==> config.mk <==
export PLATFORM = sky130hd
export DESIGN_NAME = quad_counter_bank
export DESIGN_NICKNAME = d
export VERILOG_FILES = /design/src/rtl/quad_counter_bank.sv
export SDC_FILE = /design/constraint.sdc
export NUM_CORES = 1
export LEC_CHECK = 0
export ABC_AREA = 1
export CORE_MARGIN = 10
export CORE_UTILIZATION = 60
export CTS_CLUSTER_DIAMETER = 120
export DETAILED_ROUTE_END_ITERATION = 8
export DONT_BUFFER_PORTS = 1
export PLACE_DENSITY = 0.83
export REMOVE_ABC_BUFFERS = 1
export SLEW_MARGIN = 20
export SYNTH_ARGS = -nofsm -noshare
export SYNTH_HDL_FRONTEND = slang
export SYNTH_SLANG_ARGS = --single-unit
==> constraint.sdc <==
create_clock -name clk -period 3.8 [get_ports clk]
set_input_delay 0.76 -clock clk [delete_from_list [all_inputs] [get_ports clk]]
set_output_delay 0.76 -clock clk [all_outputs]
set_load 0.01 [all_outputs]
==> src/rtl/quad_counter_bank.sv <==
module quad_counter_bank #(
  parameter int CW = 48
) (
  input  logic          clk,
  input  logic          rst_n,
  input  logic          cfg_we,
  input  logic [7:0]    cfg_addr,
  input  logic [7:0]    cfg_wdata,
  output logic [7:0]    cfg_rdata,
  input  logic [2:0]    pin_p,
  input  logic [2:0]    pin_n,
  output logic [CW-1:0] count0,
  output logic [CW-1:0] count1,
  output logic [CW-1:0] count2,
  output logic [2:0]    err,
  output logic          lvds_sel
);

  localparam logic [1:0] NCH_ONE = 2'd0;
  localparam logic [1:0] NCH_TWO = 2'd1;
  localparam logic [CW-1:0] STEP = CW'(1);

  logic [2:0] swap_r;
  logic [1:0] zinv_r;
  logic       single_r;
  logic [1:0] mode_r;
  logic       std_r;

  always_ff @(posedge clk or negedge rst_n) begin
    if (!rst_n) begin
      swap_r   <= '0;
      zinv_r   <= '0;
      single_r <= 1'b0;
      mode_r   <= '0;
      std_r    <= 1'b0;
    end else if (cfg_we) begin
      case (cfg_addr)
        8'h00: begin
          swap_r <= cfg_wdata[5:3];
          zinv_r <= cfg_wdata[7:6];
        end
        8'h01: begin
          single_r <= cfg_wdata[7];
          mode_r   <= cfg_wdata[1:0];
        end
        8'h03: std_r <= cfg_wdata[7];
        default: ;
      endcase
    end
  end

  logic unused_wbits;
  assign unused_wbits = ^{cfg_wdata[2:0], cfg_wdata[6:2]};

  always_comb begin
    case (cfg_addr)
      8'h00:   cfg_rdata = {zinv_r, swap_r, 3'b000};
      8'h01:   cfg_rdata = {single_r, 5'b00000, mode_r};
      8'h03:   cfg_rdata = {std_r, 7'b0000000};
      default: cfg_rdata = 8'h00;
    endcase
  end

  logic [1:0] nch;
  logic       diff;
  logic [2:0] key, key_q;
  logic       key_chg;

  assign nch      = (mode_r == 2'd3) ? NCH_ONE : mode_r;
  assign diff     = !single_r && (nch == NCH_ONE);
  assign key      = {diff, nch};
  assign key_chg  = key != key_q;
  assign lvds_sel = std_r && diff;

  always_ff @(posedge clk or negedge rst_n) begin
    if (!rst_n) key_q <= 3'b100;
    else        key_q <= key;
  end

  logic [2:0] p_s1, p_s2, n_s1, n_s2;

  always_ff @(posedge clk or negedge rst_n) begin
    if (!rst_n) begin
      p_s1 <= '0; p_s2 <= '0; n_s1 <= '0; n_s2 <= '0;
    end else begin
      p_s1 <= pin_p; p_s2 <= p_s1;
      n_s1 <= pin_n; n_s2 <= n_s1;
    end
  end

  logic [2:0] ra, rb, rz, has_z;

  always_comb begin
    ra = '0; rb = '0; rz = '0; has_z = '0;
    case (nch)
      NCH_ONE: begin
        has_z[0] = 1'b1;
        ra[0]    = p_s2[0];
        if (diff) begin
          rb[0] = p_s2[1];
          rz[0] = p_s2[2];
        end else begin
          rb[0] = n_s2[0];
          rz[0] = p_s2[1];
        end
      end
      NCH_TWO: begin
        has_z = 3'b011;
        ra[0] = p_s2[0]; rb[0] = n_s2[0]; rz[0] = p_s2[1];
        ra[1] = n_s2[1]; rb[1] = p_s2[2]; rz[1] = n_s2[2];
      end
      default: begin
        ra = p_s2;
        rb = n_s2;
      end
    endcase
  end

  logic [2:0] prev_a, prev_b;

  always_ff @(posedge clk or negedge rst_n) begin
    if (!rst_n) begin
      prev_a <= '0;
      prev_b <= '0;
    end else begin
      prev_a <= ra;
      prev_b <= rb;
    end
  end

  logic [2:0] zinv3, zact, bad;
  logic [CW-1:0] cnt [3];
  logic          err_r [3];

  assign zinv3 = {1'b0, zinv_r};
  assign zact  = has_z & (rz ^ zinv3);

  for (genvar i = 0; i < 3; i++) begin : g_ch
    logic ca, cb, pa, pb, moved, up;

    assign ca    = swap_r[i] ? rb[i] : ra[i];
    assign cb    = swap_r[i] ? ra[i] : rb[i];
    assign pa    = swap_r[i] ? prev_b[i] : prev_a[i];
    assign pb    = swap_r[i] ? prev_a[i] : prev_b[i];
    assign moved = (ca ^ pa) ^ (cb ^ pb);
    assign bad[i] = (ca ^ pa) & (cb ^ pb);
    assign up    = pa == cb;

    always_ff @(posedge clk or negedge rst_n) begin
      if (!rst_n) begin
        cnt[i]   <= '0;
        err_r[i] <= 1'b0;
      end else if (key_chg) begin
        cnt[i]   <= '0;
        err_r[i] <= 1'b0;
      end else begin
        err_r[i] <= err_r[i] | bad[i];
        if (zact[i])    cnt[i] <= '0;
        else if (moved) cnt[i] <= up ? cnt[i] + STEP : cnt[i] - STEP;
      end
    end
  end

  assign count0 = cnt[0];
  assign count1 = cnt[1];
  assign count2 = cnt[2];
  assign err    = {err_r[2], err_r[1], err_r[0]};

endmodule

# ---- Word-level counts from Yosys, hierarchy flattened
# Index checks and enable logic that the tools add are counted.
dict set report totals {
  in_bits 25
  reg_bits 177
}
dict set report classes {
  bitwise 17
  n_eq_ne 8
  reduce_logical 12
  mux 40
  n_addsub 6
}
# cell n
set ops {}
lappend ops {{48-bit 2-to-1 mux} 12}
lappend ops {{48-bit by 1-bit adder with 48-bit output, second input constant} 3}
lappend ops {{48-bit by 1-bit subtractor with 48-bit output, second input constant} 3}
lappend ops {{8-bit one-hot mux with 3 select lines} 1}
lappend ops {{1-bit 2-to-1 mux} 23}
lappend ops {{3-bit nonzero test} 3}
lappend ops {{1-bit XOR} 9}
lappend ops {{8-bit by 1-bit == test with 1-bit output, second input constant} 1}
lappend ops {{8-bit by 2-bit == test with 1-bit output, second input constant} 1}
lappend ops {{8-bit logical NOT} 1}
lappend ops {{1-bit one-hot mux with 2 select lines} 3}
lappend ops {{2-bit AND reduction} 3}
lappend ops {{1-bit AND} 3}
lappend ops {{3-bit by 2-bit AND with 3-bit output} 1}
lappend ops {{1-bit == test} 3}
lappend ops {{3-bit != test} 1}
lappend ops {{1-bit bitwise OR} 3}
lappend ops {{2-bit by 1-bit == test with 1-bit output, second input constant} 1}
lappend ops {{2-bit == test, second input constant} 1}
lappend ops {{1-bit logical AND} 2}
lappend ops {{2-bit logical NOT} 1}
lappend ops {{2-bit 2-to-1 mux} 1}
lappend ops {{2-bit OR reduction} 1}
lappend ops {{2-bit XOR} 1}
lappend ops {{1-bit logical NOT} 1}

# ---- Depth between registers and ports, before layout
# Gate-level depths: netlist of the first run.
dict set report logic_depth {
  ltp_word 12
  ltp_mapped 23
  mapped_depth_nobuf 22
}

# ---- Worst setup path after synthesis of the first run
# Ideal clock, no wire load.
dict set report synth_path {
  path_type {register to register}
  from {register mode_r[0]}
  to {register cnt (netlist bit count0[36])}
  setup_time_ps 117
  path_stages_with_launch 21
  t_arrival_ps 3608
  setup_slack_ps 74
  required_time_ps 3683
  n_path_buf 0
  path_cell_list {dfrtp_1 > inv_1 > ha_1 > nand2_1 > nand2_1 > nand3_1 > nand2_1 > nand2_1 > nand2_1 > ha_1 > nand2_1 > nor2_1 > inv_1 > nor2_1 > nand3b_1 > nand3_1 > nand2_1 > nand2_1 > nand2_1 > nand3_1 > nand2_1}
}
dict set report synth_between {
  elab_chain_len 12
  word_cells_on_any_way 25
}
# element line_no
set synth_rtl {}
lappend synth_rtl {{start, declared} 26} ;# logic [1:0] mode_r;
lappend synth_rtl {{start signal, assigned} 44} ;# mode_r <= cfg_wdata[1:0];
lappend synth_rtl {{2-bit == test} 69} ;# assign nch = (mode_r == 2'd3) ? NCH_ONE : mode_r;
lappend synth_rtl {{2-bit 2-to-1 mux (*)} 69}
lappend synth_rtl {{2-bit logical NOT} {70, 95}}
lappend synth_rtl {{1-bit logical AND} 70} ;# assign diff = !single_r && (nch == NCH_ONE);
lappend synth_rtl {{1-bit 2-to-1 mux} 99} ;# if (diff) begin
lappend synth_rtl {{1-bit 2-to-1 mux} 95} ;# case (nch)
lappend synth_rtl {{1-bit 2-to-1 mux} 142} ;# assign cb = swap_r[i] ? ra[i] : rb[i];
lappend synth_rtl {{1-bit == test} 147} ;# assign up = pa == cb;
lappend synth_rtl {{48-bit 2-to-1 mux (2 in a row)} 159} ;# else if (moved) cnt[i] <= up ? cnt[i] + STEP : cnt[i] - STEP;
lappend synth_rtl {{48-bit 2-to-1 mux} 158} ;# if (zact[i]) cnt[i] <= '0;
lappend synth_rtl {{48-bit 2-to-1 mux} 153} ;# end else if (key_chg) begin
lappend synth_rtl {{end signal, assigned by index} 159}
lappend synth_rtl {{end, declared} 132} ;# logic [CW-1:0] cnt [3];
# Mark *: on every way between the ends. The rest lies on a longest branch, timed or not. The select of a mux whose other input is x is not followed.
# A chain may end at the register's enable or synchronous reset.

# ---- Final worst setup path of the first run
dict set report layout_path {
  from {register mode_r[0]}
  to {register cnt (netlist bit count2[39])}
}
dict set report layout_between {
  elab_chain_len 11
  word_cells_on_any_way 20
}
# element line_no
set layout_rtl {}
lappend layout_rtl {{2-bit == test (*)} 69}
lappend layout_rtl {{2-bit 2-to-1 mux (*)} 69}
lappend layout_rtl {{via nch[1]} 64} ;# logic [1:0] nch;
lappend layout_rtl {{2-bit by 1-bit == test with 1-bit output or 2-bit logical NOT (tied branches)} {95, 70}}
lappend layout_rtl {{2-bit OR reduction (no source line)} --}
lappend layout_rtl {{1-bit 2-to-1 mux} 95}
lappend layout_rtl {{1-bit 2-to-1 mux} 142}
lappend layout_rtl {{1-bit == test} 147}
lappend layout_rtl {{48-bit 2-to-1 mux (2 in a row)} 159}
lappend layout_rtl {{48-bit 2-to-1 mux} 158}
lappend layout_rtl {{48-bit 2-to-1 mux} 153}
# Mark *: on every way through the listed nets, which the timed path passes. The rest lies on a longest branch. The select of a mux whose other input is x is not followed.

==> flow_summary.json, run 1 <==
{
  "ys_seq_area_frac": 0.232,
  "min_period_ns": 3.58,
  "numPortBuffers": 0,
  "clk_latency_ns": 0.47,
  "yosysWarnings": 0,
  "max_cap_violations": 0,
  "grt_pass1_wl_um": 98800,
  "fin_tns_setup_ns": 0,
  "synth-seq-cells": 177,
  "place_hpwl_um": 51000,
  "violations": "design-rule violations, negative hold slack",
  "peakVddDrop_v": 0.000394,
  "worst_pin_slew_ns": 0.740,
  "synth_cells": 3399,
  "cts_max_level": 4,
  "synth_edf_count": 0,
  "worstSetupPathType": "flip-flop to flip-flop",
  "drc": 2,
  "synthArstFlopShare": 1.00,
  "start_kind": "flip-flop",
  "wl_um": 63100,
  "root_buffer": "clkbuf_16",
  "post-route-period-util": 0.943,
  "antenna_found_initial": 4,
  "grt_use_total": 0.316,
  "path_clk_slew_ns": 0.08,
  "post_drt_via_cell_ratio": 5.45,
  "power.density_nw_per_um2": 457,
  "cts-buffers-inserted": 17,
  "clockBufferDepth": 2,
  "syn_area_um2": 19100,
  "drv_slew": 0,
  "setup_violations": 0,
  "timing.hold.ws_ns": -0.00500,
  "grt_overflow": 0,
  "leakage_uw": 0.0125,
  "synth_cell_type_count": 38,
  "stdcell_count": 3818,
  "drive_gt1_frac": 0.0272,
  "ioPinCount": 181,
  "fmax_ghz": 0.279,
  "via_count": 20826,
  "required_ns": 4.15,
  "outcome": "finished, violations left",
  "die_area_um2": 39400,
  "critPathCaptureType": "flip-flop",
  "syn2layout_area_growth_pct": 6.13,
  "cts_tree": "yes",
  "finClkSkew_ns": 0.0135,
  "fillCellCount": 3096,
  "die_x_um": 198,
  "crit_arrival_ns": 3.94,
  "die_h_um": 198,
  "cts_sinks": 177,
  "grt_max_degree": 178,
  "timing.slew.headroom": 0.506,
  "antenna_left": 0,
  "dp_cells": 3784,
  "synth.avg_cell_area_um2": 5.62,
  "drtIter0Drc": 1635,
  "nets": 3577,
  "finalHoldViolCount": 4,
  "num_rows": 65,
  "synth_ff_type": "dfrtp_1",
  "fin_util": 0.644,
  "most-common-layout-cells": "nand2_1 (1414), inv_1 (689), nor2_1 (287)",
  "grt_pass1_vias": 19185,
  "drtPass1Iterations": 9,
  "core_area_um2": 31500,
  "initial_core_util": 0.607,
  "final_common_cell": "nand2_1",
  "hp-class": "input port to asynchronous set/reset pin",
  "wl_per_cell_um": 16.5,
  "routabilityCongestion": 1.04,
  "cp_max_fo": 26,
  "power.total_uw": 9270
}
## routing by layer
metal	GRT usage	routed length, µm
met5	0	13
met4	0.130	2430
met3	0.0681	5460
met2	0.524	29100
met1	0.389	26100
## Yosys cell counts (all sizes together) (15+ instances only)
library cell,instances,area (µm²)
nand2,1422,5350
inv,696,2610
nor2,296,1110
nand3,200,1020
dfrtp,176,4400
a21oi,152,772
ha,148,1850
o21ai,94,470
nand4,54,338
buf,29,196
xnor2,20,175
o22ai,16,100
o21bai,15,113
## path summary, 6_finish.rpt
kind / slack [ns] / depth (start not counted) / startpoint / to
worst max-delay path: 0.22 / 18 / mode_r[0] / count2[39]
worst min-delay path: -0.005 / 0 / rst_n / count2[25]
worst max register to register: 0.22 / 18 / mode_r[0] / count2[39]
worst min register to register: 0.36 / 0 / n_s1[1] / n_s2[1]
max in group asynchronous: 3.55 / 0 / rst_n / key_q[2]
min in group clk: 0.31 / 0 / pin_n[2] / n_s1[2]
## repair_timing
action                                  CTS  global route
endpoints found under the hold margin   176           175
setup buffers                             0             0
endpoints found under the setup margin    5            67
gates cloned                              0             0
pin swaps                                 0             0
resized for setup                         3            26
## power by group
group | internal [µW] | leakage [µW] | total (µW) | switching, µW
clock network | 895 | 0.000297 | 1840 | 948
logic | 1420 | 0.00989 | 4420 | 3000
registers | 2270 | 0.00236 | 3010 | 734
total | 4590 | 0.0125 | 9270 | 4680
## logic make-up after synthesis
group                    count (synthesis)  share of synthesized area
XOR/XNOR                                31                     0.0142
flip-flops                             177                      0.232
AND/OR/NAND/NOR                       2020                      0.425
adder cells (fa/ha/maj)                151                      0.100
other                                    1                   0.000196
buffers and inverters                  731                      0.148
AO/OA/AOI/OAI                          288                     0.0805
## area by class of cell
type | count | area, µm² | area share
multi-input combinational | 2491 | 12000 | 0.590
sequential | 177 | 4430 | 0.218
inverter | 696 | 2610 | 0.129
tap | 402 | 503 | 0.0248
clock buffer | 17 | 425 | 0.0210
clock inverter | 15 | 186 | 0.00919
timing repair buffer | 18 | 155 | 0.00765
antenna | 2 | 5.00 | 0.000247
## critical path: stages (launching register included)
cell and delay (ns):
dfrtp_1 0.42, inv_1 0.13, ha_4 0.21, nand2_1 0.12, o21ai_2 0.20, xor2_1 0.22
inv_1 0.09, buf_4 0.25, ha_1 0.39, nand2_1 0.18, inv_1 0.06, nand2_1 0.06
nand2_1 0.10, a21oi_1 0.32, inv_1 0.09, a21oi_1 0.32, nand3_1 0.12, nand3_1 0.10
nand2_1 0.06
## stage by stage
step	cell area, µm²	setup WS, ns	hold WS [ns]
6_report	20300	0.217	-0.00500
5_1_grt	20300	-0.00238	-0.0268
4_1_cts	20200	0.105	-0.0156
3_5_place_dp	19600	-0.0157	0.351
3_3_place_gp	19600	0.105	0.337
2_1_floorplan	18900	0.0679	0.331
No activity file was read; power rests on OpenSTA's default activity.
==> run 2, diff against run 1 <==
Settings changed: BUFFER_PORTS_ARGS set to -buffer_cell sky130_fd_sc_hd__buf_2, CORE_UTILIZATION 60 to 56, DONT_BUFFER_PORTS 1 to unset.
==> run 2 against run 1 <==
Compared with the run above: the run now ends clean; clock power about the same; critical path depth is 1 higher; combinational power grew 16%; register-to-register slack about the same; wire length down 3.2%; non-clock buffer count grew 187; highest routed layer is now met4; clock-buffer cell count unchanged; worst hold slack better by 0.36 ns.
==> flow_summary.json, run 2 (synthesis gave the netlist of run 1 again) <==
{
  "grt_pass1_vias": 19321,
  "drtIter0Drc": 1657,
  "antenna_cells": 0,
  "cp_max_fo": 6,
  "initial_core_util": 0.569,
  "critical_path.max_stage_delay_ns": 0.41,
  "cts-buffers-inserted": 17,
  "fmax_ghz": 0.280,
  "finClkSkew_ns": 0.0119,
  "rr_worst_depth": 19,
  "holdPathStages": 0,
  "peakVddDrop_v": 0.000349,
  "crit_family": "simple AND/OR/NAND/NOR gates",
  "min_to": "n_s2[1]",
  "power.density_nw_per_um2": 452,
  "rsz0062_at_grt": "yes",
  "grt_max_degree": 102,
  "final_common_cell": "nand2_1",
  "cpMostUsedCell": "nand2_1",
  "critPathSlowestCell": "dfrtp_1",
  "hp-class": "flip-flop to flip-flop",
  "start_kind": "flip-flop",
  "grt_pass1_wl_um": 97400,
  "finalHoldViolCount": 0,
  "drive_gt1_frac": 0.0816,
  "drtPass1Iterations": 6,
  "leakage_uw": 0.0135,
  "max_cap_violations": 0,
  "wl_um": 61100,
  "holdBufCountCts": 0,
  "most-common-layout-cells": "nand2_1 (1408), inv_1 (689), nor2_1 (283)",
  "core_area_um2": 33600,
  "drc": 0,
  "post_drt_via_cell_ratio": 5.19,
  "post-route-period-util": 0.941,
  "clk_latency_ns": 0.47,
  "antenna_found_initial": 1,
  "reg2reg_to": "count2[36]",
  "grt_use_total": 0.286,
  "required_ns": 4.15,
  "nets": 3765,
  "timing.slew.headroom": 0.439,
  "ioPinCount": 181,
  "die_h_um": 205,
  "crit_arrival_ns": 3.93,
  "num_rows": 67,
  "drv_slew": 0,
  "fillCellCount": 3356,
  "wl_per_cell_um": 15.1,
  "worst_pin_slew_ns": 0.842,
  "cts_tree": "yes",
  "place_hpwl_um": 48900,
  "worstSetupPathType": "flip-flop to flip-flop",
  "reg2reg_from": "mode_r[0]",
  "crit_buf_inv": 4,
  "critPathCaptureType": "flip-flop",
  "via_count": 21016,
  "setup_violations": 0,
  "dp_cells": 4012,
  "crit_chain": "inv_1 -> ha_1 -> nand2_1 -> o21ai_4 -> xor2_4 -> clkinvlp_4 -> buf_4 -> ha_1 -> nand2_1 -> nor2_1 -> inv_1 -> nor2_1 -> nand3b_1 -> nand3_1 -> nand2_1 -> nand2_1 -> nand2_1 -> nand3_1 -> nand2_1",
  "routabilityCongestion": 1.02,
  "worstHoldStart": "n_s1[1]",
  "cts_max_level": 4,
  "numPortBuffers": 178,
  "min_period_ns": 3.58,
  "root_buffer": "clkbuf_16",
  "outcome": "finished clean",
  "die_x_um": 205,
  "die_area_um2": 41900,
  "clockBufferDepth": 2,
  "cts_sinks": 177,
  "power.total_uw": 9670,
  "antenna_left": 0,
  "stdcell_count": 4050,
  "grt_overflow": 0,
  "rrSetupSlack_ns": 0.22,
  "path_clk_slew_ns": 0.08,
  "syn2layout_area_growth_pct": 11.9
}
[run 2: cell count changes in the layout (fill, tap and decap cells not counted), moves of 3 or more]
cell / change
clkinv_8: -6
nand2_1: -6
inv_6: +4
buf_4: +5
buf_2: +177
nor2_2: +5
nor2_1: -4
buf_12: +3
nand2_2: +8
[run 2: timing repair]
item | CTS | global route
gates resized for setup | 0 | 38
setup endpoints to repair | 0 | 54
setup buffers | 0 | 3
[run 2: stage by stage]
stage | setup WS [ns] | TNS (ns) | area, µm² | util | hold WS (ns)
finish | 0.225 | 0 | 21400 | 0.636 | 0.352
global route | -0.0266 | -0.0688 | 21400 | 0.636 | 0.359
CTS | 0.124 | 0 | 21200 | 0.630 | 0.354
detailed placement | 0.150 | 0 | 20600 | 0.612 | 0.337
global placement | 0.228 | 0 | 20600 | 0.612 | 0.334
floorplan | 0.0679 | 0 | 18900 | - | 0.331
[run 2: worst max path at each step]
stage,startpoint,end,slack (ns),depth (start not counted)
2_1_floorplan,mode_r[0],count0[36],0.07,20
3_3_place_gp,mode_r[0],count2[34],0.23,19
3_5_place_dp,mode_r[0],count2[34],0.15,19
4_1_cts,mode_r[0],count2[34],0.12,19
5_1_grt,mode_r[0],count2[36],-0.03,19
6_report,mode_r[0],count2[36],0.22,19
[run 2: report_power, final]
| group | switching (µW) | internal, µW | leakage [µW] | total, µW |
|---|---|---|---|---|
| clock | 924 | 941 | 0.000294 | 1870 |
| combinational | 3410 | 1730 | 0.0109 | 5140 |
| sequential | 389 | 2280 | 0.00236 | 2670 |
| total | 4720 | 4950 | 0.0135 | 9670 |
[run 2: final cells by class]
type	instances	area, µm²	area share
repair inverters	1	7.51	0.000351
flip-flops and latches	177	4430	0.207
clock inverters	15	161	0.00755
multi-input cells	2491	12000	0.561
repair buffers	205	1190	0.0555
inverters	696	2610	0.122
well taps	448	561	0.0262
clock buffers	17	425	0.0199
[run 2: routing by layer]
layer	vias up	global-route usage	part of all wire
met1	9376	0.376	0.44
li1	10787	-	-
met2	736	0.473	0.46
met4	0	0.104	0.034
met3	117	0.0362	0.068
met5	-	0	0
